===== src/rtl/psc_pkg.sv =====
package psc_pkg;

    typedef enum logic [2:0] {
        ST_EMPTY      = 3'd0,
        ST_PART       = 3'd1,
        ST_FULL       = 3'd2,
        ST_READ       = 3'd3,
        ST_WRITE      = 3'd4,
        ST_WRITE_READ = 3'd5
    } cache_st_e;

endpackage


===== src/rtl/psc_slots.sv =====
module psc_slots #(
    parameter int DW = 16
) (
    input  logic          clk,
    input  logic          rst_n,
    input  logic          push,
    input  logic [DW-1:0] push_data,
    input  logic          pop,
    output logic [1:0]    occ,
    output logic [DW-1:0] head_data
);

    typedef struct packed {
        logic [1:0][DW-1:0] slot;
        logic               head;
        logic               tail;
        logic [1:0]         occ;
    } slots_t;

    slots_t s_d, s_q;

    always_comb begin
        s_d = s_q;
        if (push) begin
            s_d.slot[s_q.tail] = push_data;
            s_d.tail           = ~s_q.tail;
        end
        if (pop) begin
            s_d.head = ~s_q.head;
        end
        s_d.occ = s_q.occ + 2'(push) - 2'(pop);
    end

    always_ff @(posedge clk or negedge rst_n) begin
        if (!rst_n) s_q <= '0;
        else        s_q <= s_d;
    end

    assign occ       = s_q.occ;
    assign head_data = s_q.slot[s_q.head];

endmodule


===== src/rtl/psc_spill_ptrs.sv =====
module psc_spill_ptrs #(
    parameter int DEPTH = 16,
    localparam int AW = (DEPTH > 1) ? $clog2(DEPTH) : 1,
    localparam int CW = $clog2(DEPTH + 1)
) (
    input  logic          clk,
    input  logic          rst_n,
    input  logic          wr_commit,
    input  logic          rd_commit,
    output logic [AW-1:0] wr_addr,
    output logic [AW-1:0] rd_addr,
    output logic [CW-1:0] count
);

    localparam logic [AW-1:0] LAST = AW'(DEPTH - 1);

    typedef struct packed {
        logic [AW-1:0] wp;
        logic [AW-1:0] rp;
        logic [CW-1:0] cnt;
    } ptr_t;

    ptr_t p_d, p_q;

    always_comb begin
        p_d = p_q;
        if (wr_commit) p_d.wp = (p_q.wp == LAST) ? '0 : p_q.wp + 1'b1;
        if (rd_commit) p_d.rp = (p_q.rp == LAST) ? '0 : p_q.rp + 1'b1;
        p_d.cnt = p_q.cnt + CW'(wr_commit) - CW'(rd_commit);
    end

    always_ff @(posedge clk or negedge rst_n) begin
        if (!rst_n) p_q <= '0;
        else        p_q <= p_d;
    end

    assign wr_addr = p_q.wp;
    assign rd_addr = p_q.rp;
    assign count   = p_q.cnt;

endmodule


===== src/rtl/psc_ctrl.sv =====
module psc_ctrl
    import psc_pkg::*;
#(
    parameter int DW    = 16,
    parameter int DEPTH = 16,
    localparam int CW   = $clog2(DEPTH + 1)
) (
    input  logic          clk,
    input  logic          rst_n,
    input  logic          in_valid,
    input  logic [DW-1:0] in_data,
    output logic          in_ready,
    input  logic          out_ack,
    input  logic [1:0]    occ,
    input  logic [CW-1:0] mem_count,
    input  logic          mem_wr_done,
    input  logic          mem_rd_done,
    input  logic [DW-1:0] mem_rd_data,
    output logic          slot_push,
    output logic [DW-1:0] slot_push_data,
    output logic          slot_pop,
    output logic          mem_wr_req,
    output logic [DW-1:0] mem_wr_data,
    output logic          mem_rd_req,
    output logic          wr_commit,
    output logic          rd_commit
);

    localparam logic [CW-1:0] DEPTH_C = CW'(DEPTH);

    typedef struct packed {
        cache_st_e     st;
        logic [DW-1:0] wdata;
    } ctrl_t;

    ctrl_t c_d, c_q;

    logic       wr_pend, rd_pend;
    logic       accept, direct, spill;
    logic       wr_fin, rd_fin;
    logic       wr_pend_n, rd_pend_n;
    logic [1:0] occ_n;

    assign wr_pend = (c_q.st == ST_WRITE) || (c_q.st == ST_WRITE_READ);
    assign rd_pend = (c_q.st == ST_READ)  || (c_q.st == ST_WRITE_READ);

    assign in_ready = !wr_pend && (mem_count < DEPTH_C);
    assign accept   = in_valid && in_ready;
    assign direct   = accept && !rd_pend && (mem_count == '0) && (occ != 2'd2);
    assign spill    = accept && !direct;
    assign wr_fin   = wr_pend && mem_wr_done;
    assign rd_fin   = rd_pend && mem_rd_done;

    assign slot_pop       = out_ack && (occ != 2'd0);
    assign slot_push      = direct || rd_fin;
    assign slot_push_data = rd_fin ? mem_rd_data : in_data;
    assign occ_n          = occ + 2'(slot_push) - 2'(slot_pop);

    assign wr_pend_n = spill || (wr_pend && !mem_wr_done);
    assign rd_pend_n = rd_pend ? !mem_rd_done
                               : ((mem_count != '0) && (occ_n != 2'd2));

    always_comb begin
        c_d = c_q;
        if (spill) c_d.wdata = in_data;
        unique case ({wr_pend_n, rd_pend_n})
            2'b11:   c_d.st = ST_WRITE_READ;
            2'b10:   c_d.st = ST_WRITE;
            2'b01:   c_d.st = ST_READ;
            default: c_d.st = (occ_n == 2'd0) ? ST_EMPTY :
                              (occ_n == 2'd1) ? ST_PART  : ST_FULL;
        endcase
    end

    always_ff @(posedge clk or negedge rst_n) begin
        if (!rst_n) begin
            c_q.st    <= ST_EMPTY;
            c_q.wdata <= '0;
        end else begin
            c_q <= c_d;
        end
    end

    assign mem_wr_req  = wr_pend;
    assign mem_rd_req  = rd_pend;
    assign mem_wr_data = c_q.wdata;
    assign wr_commit   = wr_fin;
    assign rd_commit   = rd_fin;

endmodule


===== src/rtl/param_spill_cache.sv =====
module param_spill_cache #(
    parameter int DW    = 16,
    parameter int DEPTH = 16,
    localparam int AW   = (DEPTH > 1) ? $clog2(DEPTH) : 1,
    localparam int CW   = $clog2(DEPTH + 1)
) (
    input  logic          clk,
    input  logic          rst_n,
    input  logic          in_valid,
    input  logic [DW-1:0] in_data,
    output logic          in_ready,
    output logic          out_valid,
    output logic [DW-1:0] out_data,
    input  logic          out_ack,
    output logic          mem_wr_req,
    output logic [AW-1:0] mem_wr_addr,
    output logic [DW-1:0] mem_wr_data,
    input  logic          mem_wr_done,
    output logic          mem_rd_req,
    output logic [AW-1:0] mem_rd_addr,
    input  logic          mem_rd_done,
    input  logic [DW-1:0] mem_rd_data
);

    logic [1:0]    occ;
    logic [CW-1:0] mem_count;
    logic          slot_push, slot_pop;
    logic [DW-1:0] slot_push_data;
    logic          wr_commit, rd_commit;

    psc_ctrl #(.DW(DW), .DEPTH(DEPTH)) u_ctrl (
        .clk            (clk),
        .rst_n          (rst_n),
        .in_valid       (in_valid),
        .in_data        (in_data),
        .in_ready       (in_ready),
        .out_ack        (out_ack),
        .occ            (occ),
        .mem_count      (mem_count),
        .mem_wr_done    (mem_wr_done),
        .mem_rd_done    (mem_rd_done),
        .mem_rd_data    (mem_rd_data),
        .slot_push      (slot_push),
        .slot_push_data (slot_push_data),
        .slot_pop       (slot_pop),
        .mem_wr_req     (mem_wr_req),
        .mem_wr_data    (mem_wr_data),
        .mem_rd_req     (mem_rd_req),
        .wr_commit      (wr_commit),
        .rd_commit      (rd_commit)
    );

    psc_slots #(.DW(DW)) u_slots (
        .clk       (clk),
        .rst_n     (rst_n),
        .push      (slot_push),
        .push_data (slot_push_data),
        .pop       (slot_pop),
        .occ       (occ),
        .head_data (out_data)
    );

    psc_spill_ptrs #(.DEPTH(DEPTH)) u_ptrs (
        .clk       (clk),
        .rst_n     (rst_n),
        .wr_commit (wr_commit),
        .rd_commit (rd_commit),
        .wr_addr   (mem_wr_addr),
        .rd_addr   (mem_rd_addr),
        .count     (mem_count)
    );

    assign out_valid = (occ != 2'd0);

endmodule


===== config.mk =====
export PLATFORM = sky130hd
export DESIGN_NAME = param_spill_cache
export DESIGN_NICKNAME = d
export VERILOG_FILES = /design/src/rtl/psc_pkg.sv /design/src/rtl/psc_slots.sv /design/src/rtl/psc_spill_ptrs.sv /design/src/rtl/psc_ctrl.sv /design/src/rtl/param_spill_cache.sv
export SDC_FILE = /design/constraint.sdc
export NUM_CORES = 1
export LEC_CHECK = 0
export ABC_AREA = 1
export ABC_CLOCK_PERIOD_IN_PS = 5100
export BUFFER_PORTS_ARGS = -buffer_cell sky130_fd_sc_hd__buf_2
export CAP_MARGIN = 20
export CORE_MARGIN = 5
export CORE_UTILIZATION = 58
export CTS_CLUSTER_SIZE = 25
export DETAILED_ROUTE_END_ITERATION = 8
export PLACE_DENSITY = 0.92
export SLEW_MARGIN = 20
export SYNTH_ARGS = -nofsm -noshare
export SYNTH_HDL_FRONTEND = slang
export SYNTH_SLANG_ARGS = --single-unit

===== constraint.sdc =====
create_clock -name clk -period 5.1 [get_ports clk]
set_input_delay 0.255 -clock clk [delete_from_list [all_inputs] [get_ports clk]]
set_output_delay 0.255 -clock clk [all_outputs]
set_load 0.01 [all_outputs]

==> run summary, run 1 <==
status: completed
antenna-violating nets left: 0
CP Class: flop to flop
Worst Hold Class: input port to asynchronous set/reset pin
Avg Cell Area, Syn: 8.97 um2
CTS Hold Bufs: 0
ANT cells: 0
Reg2Reg Depth: 15
count of maximum capacitance violations: 0
startpoint types: flop
Crit. Startpoint: u_ctrl.c_q[17]$_DFF_PN0_
Max Clock Skew: 0.0117 ns
CTS resizes: 0
first-pass GRT wire length: 12.6 mm
WL final: 7.69 mm
IR drop worst, VDD: 0.385 mV
layout cell share with drive strength beyond 1: 28.0%
Syn Nets: 435
vias per cell: 5.19
most frequent cells in the layout: nand2_1, buf_2, dfrtp_1
vias in the first global route: 2710
initial core utilization: 58.9%
Post-Syn Area: 3470 um2
CTS tree: yes
routability cong.: 0.866
Setup crit end kind: flop
RR Endpoint: u_ptrs.count[4]$_DFF_PN0_
GRT Overall Usage: 21.5%
DRT Pass-1 Iters: 5
Critical Path RT: 5.33 ns
routed length per instance: 14.5 um
leakage power: 2.12 nW
Hold Vio Cnt, Final: 0
# clock sinks: 68
Pwr Density: 680 nW/um2
Buf+Inv Stages, Crit Path: 5
initial antenna violation count: 0
RSZ-0062 raised after global routing: false
via count: 2745
commonest non-fill, non-tap cell in the layout: nand2_1
Setup Viol. Count Final: 0
Final Util: 67.8%
Critical Path Fanout Max: 37
crit path cell chain: inv_1 > nand2_2 > nand2_2 > nand2_4 > inv_4 > nand2_8 > inv_4 > ha_1 > inv_1 > ha_1 > inv_1 > fa_1 > o21ai_0 > a21oi_1 > xor2_1
number of port buffers: 81
Reg clk slew, reported paths: 0.08 ns
die width: 87.3 um
clk root buf: clkbuf_8
I/O pin count: 82
CTS buffer count: 9
CP max-delay cell: fa_1
clock latency on the worst-skew pair: 0.35 ns
worst hold slack: 0.0825 ns
register area share after synthesis: 49.0%
cell mode on critical path: inv_1
Core Area: 5890 um2
area grow syn2layout: 15.1%
R2R Setup Slk: 2.54 ns
Congestion Overflow GR: 0
H-tree depth: 3
Arrival @ worst endpoint: 2.79 ns
largest net degree at the start of global routing: 69
count of different cell masters after synthesis: 30
delay-heaviest family, CP: adder cells
clk buf depth: 2
Setup crit end: u_ptrs.count[4]$_DFF_PN0_
row count: 28
DR iter-0 viols: 211
hpwl dp: 5.45 mm
die area: 7630 um2
DR DRC count: 0
total setup buffers inserted after CTS: 0
CP max stage delay: 0.41 ns
cells after synthesis: 387
fmax: 390 MHz
Fin Setup TNS: 0 ns
R2R Path Start: u_ctrl.c_q[17]$_DFF_PN0_
WP depth: 15
Synth Register Bits: 68
fin nets: 498
crit path time final: 2.56 ns
Yosys warning total: 0
slew of the pin with the lowest slew margin: 0.969 ns
relative slew slack: 35.4%
Die Y-Extent: 87.3 um
Final Max Tran Viols: 0
Final Cycle Share: 50.2%
[cells by family (layout without fill, tap and decap cells)]
| group | count (synthesis) | count (layout) | share of synthesized area [%] |
|---|---|---|---|
| simple gates | 115 | 115 | 15.3 |
| buf+inv | 95 | 162 | 12.9 |
| compound gates | 75 | 75 | 11.0 |
| flops | 68 | 68 | 49.0 |
| mux | 16 | 16 | 5.95 |
| fa+ha+maj | 10 | 10 | 3.82 |
| xor+xnor | 8 | 8 | 2.02 |
[through the flow]
step / setup slack, ns / total power, mW / instance area, um2 / instances
final: 2.54 / 2.72 / 3990 / 529
after global routing: 2.29 / 2.94 / 3990 / 529
after CTS: 2.52 / 2.73 / 3990 / 529
after detailed placement: 2.54 / 2.22 / 3780 / 514
after global placement: 2.65 / 2.15 / 3780 / 514
after floorplan: 2.72 / 1.91 / 3470 / 387
[worst register-to-register path, cell delays in order (launching register included)]
cell and delay, ns:
dfrtp_1 0.38, inv_1 0.06, nand2_2 0.08, nand2_2 0.08, nand2_4 0.07, inv_4 0.08, nand2_8 0.07, inv_4 0.25
ha_1 0.30, inv_1 0.06, ha_1 0.15, inv_1 0.05, fa_1 0.41, o21ai_0 0.18, a21oi_1 0.09, xor2_1 0.14
[state kept, by name (all words and copies together), names as in the netlist]
| name | count |
|---|---|
| u_ctrl.c_q | 3 |
| u_ptrs.count | 5 |
| u_ctrl.mem_wr_data | 16 |
| u_ptrs.wr_addr | 4 |
| u_ptrs.rd_addr | 4 |
| u_slots.occ | 2 |
| u_slots.s_q | 34 |
[worst min-delay path by stage]
| stage | start | endpoint | slack [ns] |
|---|---|---|---|
| 2_1_floorplan | rst_n | u_ctrl.c_q[16]$_DFF_PN0_ | -0.04 |
| 3_3_place_gp | u_ctrl.mem_wr_data[4]$_DFFE_PN0P_ | u_ctrl.mem_wr_data[4]$_DFFE_PN0P_ | 0.46 |
| 3_5_place_dp | u_ctrl.mem_wr_data[13]$_DFFE_PN0P_ | u_ctrl.mem_wr_data[13]$_DFFE_PN0P_ | 0.47 |
| 4_1_cts | rst_n | u_slots.s_q[8]$_DFFE_PN0P_ | 0.12 |
| 5_1_grt | in_data[15] | u_ctrl.mem_wr_data[15]$_DFFE_PN0P_ | 0.16 |
| 6_report | rst_n | u_slots.s_q[5]$_DFFE_PN0P_ | 0.08 |
[power by group]
group	internal [mW]	switching (mW)
Sequential	0.811	0.193
Combinational	0.506	0.724
Clock	0.273	0.210
[cell type report]
| cell class | instances | area (um2) |
|---|---|---|
| Fill cell | 446 | 1890 |
| Sequential cell | 68 | 1700 |
| Multi-Input combinational cell | 224 | 1320 |
| Timing Repair Buffer | 82 | 413 |
| Inverter | 65 | 251 |
| Clock buffer | 9 | 124 |
| Tap cell | 75 | 93.8 |
| Clock inverter | 6 | 90.1 |
[synthesized netlist by cell type (all sizes together)]
cell,n,area share (%)
o21ai,68,9.8
xor2,4,1.0
fa,1,0.58
a31oi,2,0.36
a21oi,4,0.58
nand3,14,2.2
xnor2,4,1.0
or2,1,0.18
ha,9,3.2
dfrtp,68,49
buf,23,4.9
nand2,88,11
clkbuf,7,0.79
inv,65,7.2
a21boi,1,0.22
nand4,1,0.18
mux2,16,6.0
nor2,11,2.1
[layer usage]
metal  GRT usage, %  vias to the layer above  part of all wire, %
met2           36.5                      123                   48
met3           5.77                       20                  8.7
met5              0                        -                    0
met1           25.7                     1273                   40
met4           9.07                        0                  2.7
li1               -                     1329                    -
Power figures use the tool's default switching activity.
==> run 2: changes to the inputs <==
--- a/config.mk
+++ b/config.mk
@@ -6,14 +6,14 @@
 export NUM_CORES = 1
 export LEC_CHECK = 0
 export ABC_AREA = 1
-export ABC_CLOCK_PERIOD_IN_PS = 5100
+export ABC_CLOCK_PERIOD_IN_PS = 2700
 export BUFFER_PORTS_ARGS = -buffer_cell sky130_fd_sc_hd__buf_2
 export CAP_MARGIN = 20
 export CORE_MARGIN = 5
-export CORE_UTILIZATION = 58
+export CORE_UTILIZATION = 54
 export CTS_CLUSTER_SIZE = 25
 export DETAILED_ROUTE_END_ITERATION = 8
-export PLACE_DENSITY = 0.92
+export PLACE_DENSITY = 0.87
 export SLEW_MARGIN = 20
 export SYNTH_ARGS = -nofsm -noshare
 export SYNTH_HDL_FRONTEND = slang
==> constraint.sdc (replaced) <==
create_clock -name clk -period 2.7 [get_ports clk]
set_input_delay 0.135 -clock clk [delete_from_list [all_inputs] [get_ports clk]]
set_output_delay 0.135 -clock clk [all_outputs]
set_load 0.01 [all_outputs]
==> run summary, run 2 (same netlist as run 1, synthesis figures left out) <==
CP Class: flop to flop (unchanged)
I/O pin count: 82 (unchanged)
H-tree depth: 3 (unchanged)
DRT Pass-1 Iters: 4 (was 5)
R2R Path Start: u_ctrl.c_q[18]$_DFF_PN0_ (was u_ctrl.c_q[17]$_DFF_PN0_)
CTS buffer count: 9 (unchanged)
Setup crit end kind: flop (unchanged)
# clock sinks: 68 (unchanged)
Reg with most FFs: u_slots.s_q (unchanged)
vias per cell: 5.14 (was 5.19)
GRT Overall Usage: 20.2% (was 21.5%)
DR iter-0 viols: 116 (was 211)
CTS resizes: 0 (unchanged)
fin area: 4020 um2 (was 3990 um2)
max reg flops: 34 (unchanged)
placed cell area: 3800 um2 (was 3780 um2)
WL final: 7.70 mm (was 7.69 mm)
Max Clock Skew: 0.00962 ns (was 0.0117 ns)
Setup Viol. Count Final: 0 (unchanged)
number of port buffers: 81 (unchanged)
Crit. Startpoint: u_ctrl.c_q[18]$_DFF_PN0_ (was u_ctrl.c_q[17]$_DFF_PN0_)
Final Max Tran Viols: 0 (unchanged)
clk buf depth: 2 (unchanged)
hpwl dp: 5.68 mm (was 5.45 mm)
count of maximum capacitance violations: 0 (unchanged)
CTS tree: yes (unchanged)
Reg2Reg Depth: 14 (was 15)
layout cell share with drive strength beyond 1: 28.3% (was 28.0%)
Fin Setup TNS: 0 ns (unchanged)
Setup crit end: u_ptrs.count[4]$_DFF_PN0_ (unchanged)
routability cong.: 0.826 (was 0.866)
Critical Path Fanout Max: 6 (was 37)
delay-heaviest family, CP: adder cells (unchanged)
Congestion Overflow GR: 0 (unchanged)
fmax: 436 MHz (was 390 MHz)
die width: 90.2 um (was 87.3 um)
commonest non-fill, non-tap cell in the layout: nand2_1 (unchanged)
vias in the first global route: 2833 (was 2710)
ANT cells: 0 (unchanged)
RR Endpoint: u_ptrs.count[4]$_DFF_PN0_ (unchanged)
crit path time final: 2.29 ns (was 2.56 ns)
area grow syn2layout: 15.7% (was 15.1%)
Pwr Density: 1260 nW/um2 (was 680 nW/um2)
largest net degree at the start of global routing: 37 (was 69)
Reg clk slew, reported paths: 0.08 ns (about the same)
slew of the pin with the lowest slew margin: 0.896 ns (was 0.969 ns)
total design power: 5.05 mW (was 2.72 mW)
IR drop worst, VDD: 0.790 mV (was 0.385 mV)
Critical Path RT: 2.93 ns (was 5.33 ns)
crit path cell chain: nand2_2 > nand2_2 > nand2_4 > inv_4 > nand2_8 > inv_4 > ha_1 > inv_1 > ha_1 > inv_1 > fa_1 > o21ai_0 > a21oi_1 > xor2_1 (was inv_1 > nand2_2 > nand2_2 > nand2_4 > inv_4 > nand2_8 > inv_4 > ha_1 > inv_1 > ha_1 > inv_1 > fa_1 > o21ai_0 > a21oi_1 > xor2_1)
startpoint types: flop (unchanged)
Hold Vio Cnt, Final: 0 (unchanged)
via count: 2754 (was 2745)
row count: 29 (was 28)
Die Y-Extent: 90.2 um (was 87.3 um)
initial antenna violation count: 0 (unchanged)
Buf+Inv Stages, Crit Path: 4 (was 5)
status: completed (unchanged)
Final Util: 63.6% (was 67.8%)
leakage power: 2.13 nW (was 2.12 nW)
die area: 8130 um2 (was 7630 um2)
initial core utilization: 55.0% (was 58.9%)
R2R Setup Slk: 0.41 ns (was 2.54 ns)
relative slew slack: 40.2% (was 35.4%)
CP max-delay cell: dfrtp_1 (was fa_1)
routed length per instance: 14.4 um (was 14.5 um)
Worst Hold Class: input port to flop (was input port to asynchronous set/reset pin)
first-pass GRT wire length: 13.3 mm (was 12.6 mm)
RSZ-0062 raised after global routing: false (unchanged)
DR DRC count: 0 (unchanged)
Arrival @ worst endpoint: 2.52 ns (was 2.79 ns)
fin nets: 502 (was 498)
Core Area: 6310 um2 (was 5890 um2)
most frequent cells in the layout: nand2_1, buf_2, dfrtp_1 (unchanged)
clock latency on the worst-skew pair: 0.34 ns (was 0.35 ns)
total setup buffers inserted after CTS: 0 (unchanged)
CP max stage delay: 0.39 ns (was 0.41 ns)
antenna-violating nets left: 0 (unchanged)
Final Cycle Share: 84.9% (was 50.2%)
WP depth: 14 (was 15)
clk root buf: clkbuf_8 (unchanged)
-- run 2: cell type report --
cell class                      count  area [um2]
Clock buffer                       11         141
Tap cell                           77        96.3
Inverter                           65         251
Multi-Input combinational cell    224        1320
Timing Repair Buffer               86         445
Fill cell                         539        2300
Sequential cell                    68        1700
Clock inverter                      5        60.1
-- run 2: how the worst min path moves through the flow --
stage / from / to / cells after the start
after global placement: rst_n / u_slots.s_q[6]$_DFFE_PN0P_ / 1
after floorplan: rst_n / u_ctrl.c_q[16]$_DFF_PN0_ / 0
after global routing: in_data[15] / u_ctrl.mem_wr_data[15]$_DFFE_PN0P_ / 2
after detailed placement: rst_n / u_slots.s_q[6]$_DFFE_PN0P_ / 1
final: in_data[15] / u_ctrl.mem_wr_data[15]$_DFFE_PN0P_ / 2
after CTS: in_data[15] / u_ctrl.mem_wr_data[15]$_DFFE_PN0P_ / 2
-- run 2: where the power goes --
| group | switching, mW | internal (mW) | total (mW) | leakage [nW] |
|---|---|---|---|---|
| clock network | 0.395 | 0.455 | 0.850 | 0.0999 |
| registers | 0.347 | 1.53 | 1.88 | 0.822 |
| logic | 1.36 | 0.964 | 2.32 | 1.21 |
| total | 2.10 | 2.95 | 5.05 | 2.13 |
-- run 2: worst reg2reg max path, delay by kind of cell, from the launching register on --
kind / cells / cell delay [ns]
flip-flops: 1 / 0.39
AND/OR/NAND/NOR: 4 / 0.35
adder cells (fa/ha/maj): 3 / 0.80
AO/OA/AOI/OAI: 2 / 0.30
buffers and inverters: 4 / 0.19
XOR/XNOR: 1 / 0.15
-- run 2: layer usage --
metal,up-vias,GRT usage (%),part of all wire (%)
met4,0,8.06,1.8
met5,-,0,0
met3,13,4.34,6.7
met2,96,34.1,50
met1,1315,25.0,41
li1,1330,-,-
-- run 2: per-stage QoR --
| stage | hold WS, ns | instances | worst slack (ns) |
|---|---|---|---|
| finish | 0.0516 | 536 | 0.408 |
| global route | 0.0628 | 536 | 0.206 |
| CTS | 0.0452 | 536 | 0.411 |
| detailed placement | 0.256 | 519 | 0.409 |
| global placement | 0.231 | 519 | 0.516 |
| floorplan | -0.161 | 387 | 0.318 |
-- run 2: timing repair --
| item | CTS | global route |
|---|---|---|
| setup endpoints to repair | 0 | 0 |
| hold buffers | 1 | 0 |
| hold endpoints to repair | 31 | 0 |
==> run 3: changes to the inputs <==
--- a/config.mk
+++ b/config.mk
@@ -5,8 +5,8 @@
 export SDC_FILE = /design/constraint.sdc
 export NUM_CORES = 1
 export LEC_CHECK = 0
-export ABC_AREA = 1
-export ABC_CLOCK_PERIOD_IN_PS = 2700
+export ABC_AREA = 0
+export ABC_CLOCK_PERIOD_IN_PS = 2200
 export BUFFER_PORTS_ARGS = -buffer_cell sky130_fd_sc_hd__buf_2
 export CAP_MARGIN = 20
 export CORE_MARGIN = 5
==> constraint.sdc (replaced) <==
create_clock -name clk -period 2.2 [get_ports clk]
set_input_delay 0.11 -clock clk [delete_from_list [all_inputs] [get_ports clk]]
set_output_delay 0.11 -clock clk [all_outputs]
set_load 0.01 [all_outputs]
==> run summary, run 3 <==
die width: 90.6 um (was 90.2 um)
async set-reset flop share out of synthesis: 100% (unchanged)
Final Cycle Share: 102% (was 84.9%)
layout cell share with drive strength beyond 1: 62.0% (was 28.3%)
first-pass GRT wire length: 12.6 mm (was 13.3 mm)
slew of the pin with the lowest slew margin: 0.833 ns (was 0.896 ns)
die area: 8210 um2 (was 8130 um2)
cells after synthesis: 270 (was 387)
initial core utilization: 55.2% (was 55.0%)
Critical Path Fanout Max: 4 (was 6)
routed length per instance: 18.4 um (was 14.4 um)
CP max stage delay: 0.46 ns (was 0.39 ns)
DRT Pass-1 Iters: 4 (unchanged)
clock latency on the worst-skew pair: 0.34 ns (about the same)
via count: 2429 (was 2754)
total design power: 7.48 mW (was 5.05 mW)
clk root buf: clkbuf_8 (unchanged)
Worst Hold Class: input port to flop (unchanged)
Finished Layout Cells: 445 (was 536)
GRT Overall Usage: 19.2% (was 20.2%)
routability cong.: 0.937 (was 0.826)
IR drop worst, VDD: 0.848 mV (was 0.790 mV)
WL final: 8.17 mm (was 7.70 mm)
Arrival @ worst endpoint: 2.48 ns (was 2.52 ns)
DR DRC count: 0 (unchanged)
Avg Cell Area, Syn: 13.0 um2 (was 8.97 um2)
fmax: 444 MHz (was 436 MHz)
Syn Nets: 318 (was 435)
hpwl dp: 5.22 mm (was 5.68 mm)
failing checks: setup timing
most frequent cells in the layout: buf_2, dfrtp_1, mux2_2 (was nand2_1, buf_2, dfrtp_1)
I/O pin count: 82 (unchanged)
row count: 29 (unchanged)
area grow syn2layout: 27.8% (was 15.7%)
top post-synthesis cells by count: mux2_2, dfrtp_1, buf_4, inv_1, ha_1 (was nand2_1, dfrtp_1, inv_1, o21ai_0, buf_4)
max reg flops: 34 (unchanged)
antenna-violating nets left: 0 (unchanged)
register area share after synthesis: 48.5% (was 49.0%)
vias in the first global route: 2589 (was 2833)
count leader, synth: mux2_2 (was nand2_1)
number of port buffers: 81 (unchanged)
status: complete, but fails checks (was completed)
met2 wire len: 4.34 mm (was 3.85 mm)
Hold Vio Cnt, Final: 0 (unchanged)
H-tree depth: 3 (unchanged)
Congestion Overflow GR: 0 (unchanged)
delay-heaviest family, CP: compound AO/OA/AOI/OAI gates (was adder cells)
Buf+Inv Stages, Crit Path: 2 (was 4)
clk buf depth: 2 (unchanged)
Post-Syn Area: 3510 um2 (was 3470 um2)
largest net degree at the start of global routing: 69 (was 37)
crit path time final: 2.25 ns (was 2.29 ns)
crit path cell chain: inv_2 > ha_1 > or4b_4 > a21o_4 > o41ai_4 > buf_4 > mux2_4 (was nand2_2 > nand2_2 > nand2_4 > inv_4 > nand2_8 > inv_4 > ha_1 > inv_1 > ha_1 > inv_1 > fa_1 > o21ai_0 > a21oi_1 > xor2_1)
ANT cells: 0 (unchanged)
startpoint types: flop (unchanged)
CTS buffer count: 9 (unchanged)
Yosys top cell area share: 48.5% (was 49.0%)
EDFF count, synth: 0 (unchanged)
leakage power: 2.11 nW (was 2.13 nW)
initial antenna violation count: 0 (unchanged)
Setup Viol. Count Final: 23 (was 0)
top post-synthesis cells by area: dfrtp_1, mux2_2, buf_4 (was dfrtp_1, nand2_1, o21ai_0)
count of different cell masters after synthesis: 42 (was 30)
placed insts: 418 (was 519)
count of maximum capacitance violations: 0 (unchanged)
Synth Flop Type: dfrtp_1 (unchanged)
# clock sinks: 68 (unchanged)
Reg clk slew, reported paths: 0.08 ns (about the same)
CP max-delay cell: or4b_4 (was dfrtp_1)
Final Max Tran Viols: 0 (unchanged)
Highest Signal Layer: met4 (unchanged)
Pwr Density: 1670 nW/um2 (was 1260 nW/um2)
CP Class: flop to flop (unchanged)
WL met3: 379 um (was 518 um)
DR iter-0 viols: 102 (was 116)
WL met1: 3.32 mm (was 3.19 mm)
commonest non-fill, non-tap cell in the layout: buf_2 (was nand2_1)
CTS tree: yes (unchanged)
Core Area: 6350 um2 (was 6310 um2)
Yosys warning total: 0 (unchanged)
Setup crit end kind: flop (unchanged)
vias per cell: 5.46 (was 5.14)
Critical Path RT: 2.43 ns (was 2.93 ns)
relative slew slack: 44.5% (was 40.2%)
worst hold slack: 0.0117 ns (was 0.0516 ns)
RSZ-0062 raised after global routing: true (was false)
setup ws final: -0.0510 ns (was 0.408 ns)
Die Y-Extent: 90.6 um (was 90.2 um)
Layout fillers: 438 (was 539)
Synth Register Bits: 68 (unchanged)
cell type with the highest aggregate area in the netlist: dfrtp_1 (unchanged)
Max Clock Skew: 0.00970 ns (was 0.00962 ns)
Reg with most FFs: u_slots.s_q (unchanged)
fin nets: 411 (was 502)
## run 3: cell count changes after synthesis, sizes merged, moves of 4 or more
cell	delta
nand2	-82
nor2	-9
xnor2	+4
o21ai	-64
mux2	+66
inv	-50
nand3	-12
nand4	+4
## run 3: layout make-up
cell class / instances / area, um2 / area share, %
tap: 77 / 96.3 / 2.15
multi-input combinational: 160 / 1740 / 38.7
timing repair buffer: 109 / 668 / 14.9
sequential: 68 / 1700 / 38.0
clock inverter: 5 / 83.8 / 1.87
inverter: 15 / 56.3 / 1.26
clock buffer: 11 / 141 / 3.15
## run 3: logic make-up (layout without fill, tap and decap cells)
logic type,count (synthesis),after routing,synth area share [%]
flops,68,68,48.5
compound gates,27,27,6.14
buf+inv,42,140,6.81
fa+ha+maj,10,10,3.78
mux,82,82,26.3
xor+xnor,14,14,3.92
simple gates,27,27,4.50
## run 3: worst paths after layout
kind	start	to	slack [ns]	depth (start not counted)
worst max register to register	u_ptrs.count[2]$_DFF_PN0_	u_slots.s_q[26]$_DFFE_PN0P_	-0.05	7
worst min-delay path	in_data[2]	u_ctrl.mem_wr_data[2]$_DFFE_PN0P_	0.01	2
worst min register to register	u_ctrl.mem_wr_data[4]$_DFFE_PN0P_	u_ctrl.mem_wr_data[4]$_DFFE_PN0P_	0.51	1
min in group asynchronous	rst_n	u_ptrs.count[0]$_DFF_PN0_	0.30	3
worst max-delay path	u_ptrs.count[2]$_DFF_PN0_	u_slots.s_q[26]$_DFFE_PN0P_	-0.05	7
max in group asynchronous	rst_n	u_slots.s_q[3]$_DFFE_PN0P_	1.59	3
## run 3: stage by stage
stage	setup slack, ns	instance area, um2	TNS (ns)	util (%)
2_1_floorplan	-0.166	3590	-1.19	-
3_3_place_gp	0.00963	4050	0	63.8
3_5_place_dp	-0.0377	4050	-0.491	63.8
4_1_cts	-0.0262	4380	-0.208	68.9
5_1_grt	-0.117	4480	-2.32	70.6
6_report	-0.0510	4480	-0.676	70.6
## run 3: power by group
group / total (mW) / switching [mW] / internal (mW)
registers: 2.43 / 0.525 / 1.90
logic: 3.88 / 1.73 / 2.15
clock network: 1.17 / 0.498 / 0.674
## run 3: per-layer routing
metal / vias to the layer above / global-route usage (%)
li1: 1124 / -
met1: 1214 / 22.7
met2: 75 / 33.8
met3: 16 / 3.58
met4: 0 / 8.44
met5: - / 0
## run 3: what timing repair did
item,4_1_cts,5_1_grt
buffers inserted,6,2
hold endpoints to repair,68,0
hold buffers,1,0
gates resized for setup,12,17
pin swaps,5,2
setup endpoints to repair,34,35
gates cloned,1,1
## run 3: worst reg2reg max path, delay by kind of cell, from the launching register on
kind	cells	cell delay (ns)
and+or+nand+nor	1	0.46
buffers and inverters	2	0.30
muxes	1	0.30
DFF	1	0.41
AOI/OAI and AO/OA	2	0.54
adders and majority gates	1	0.12
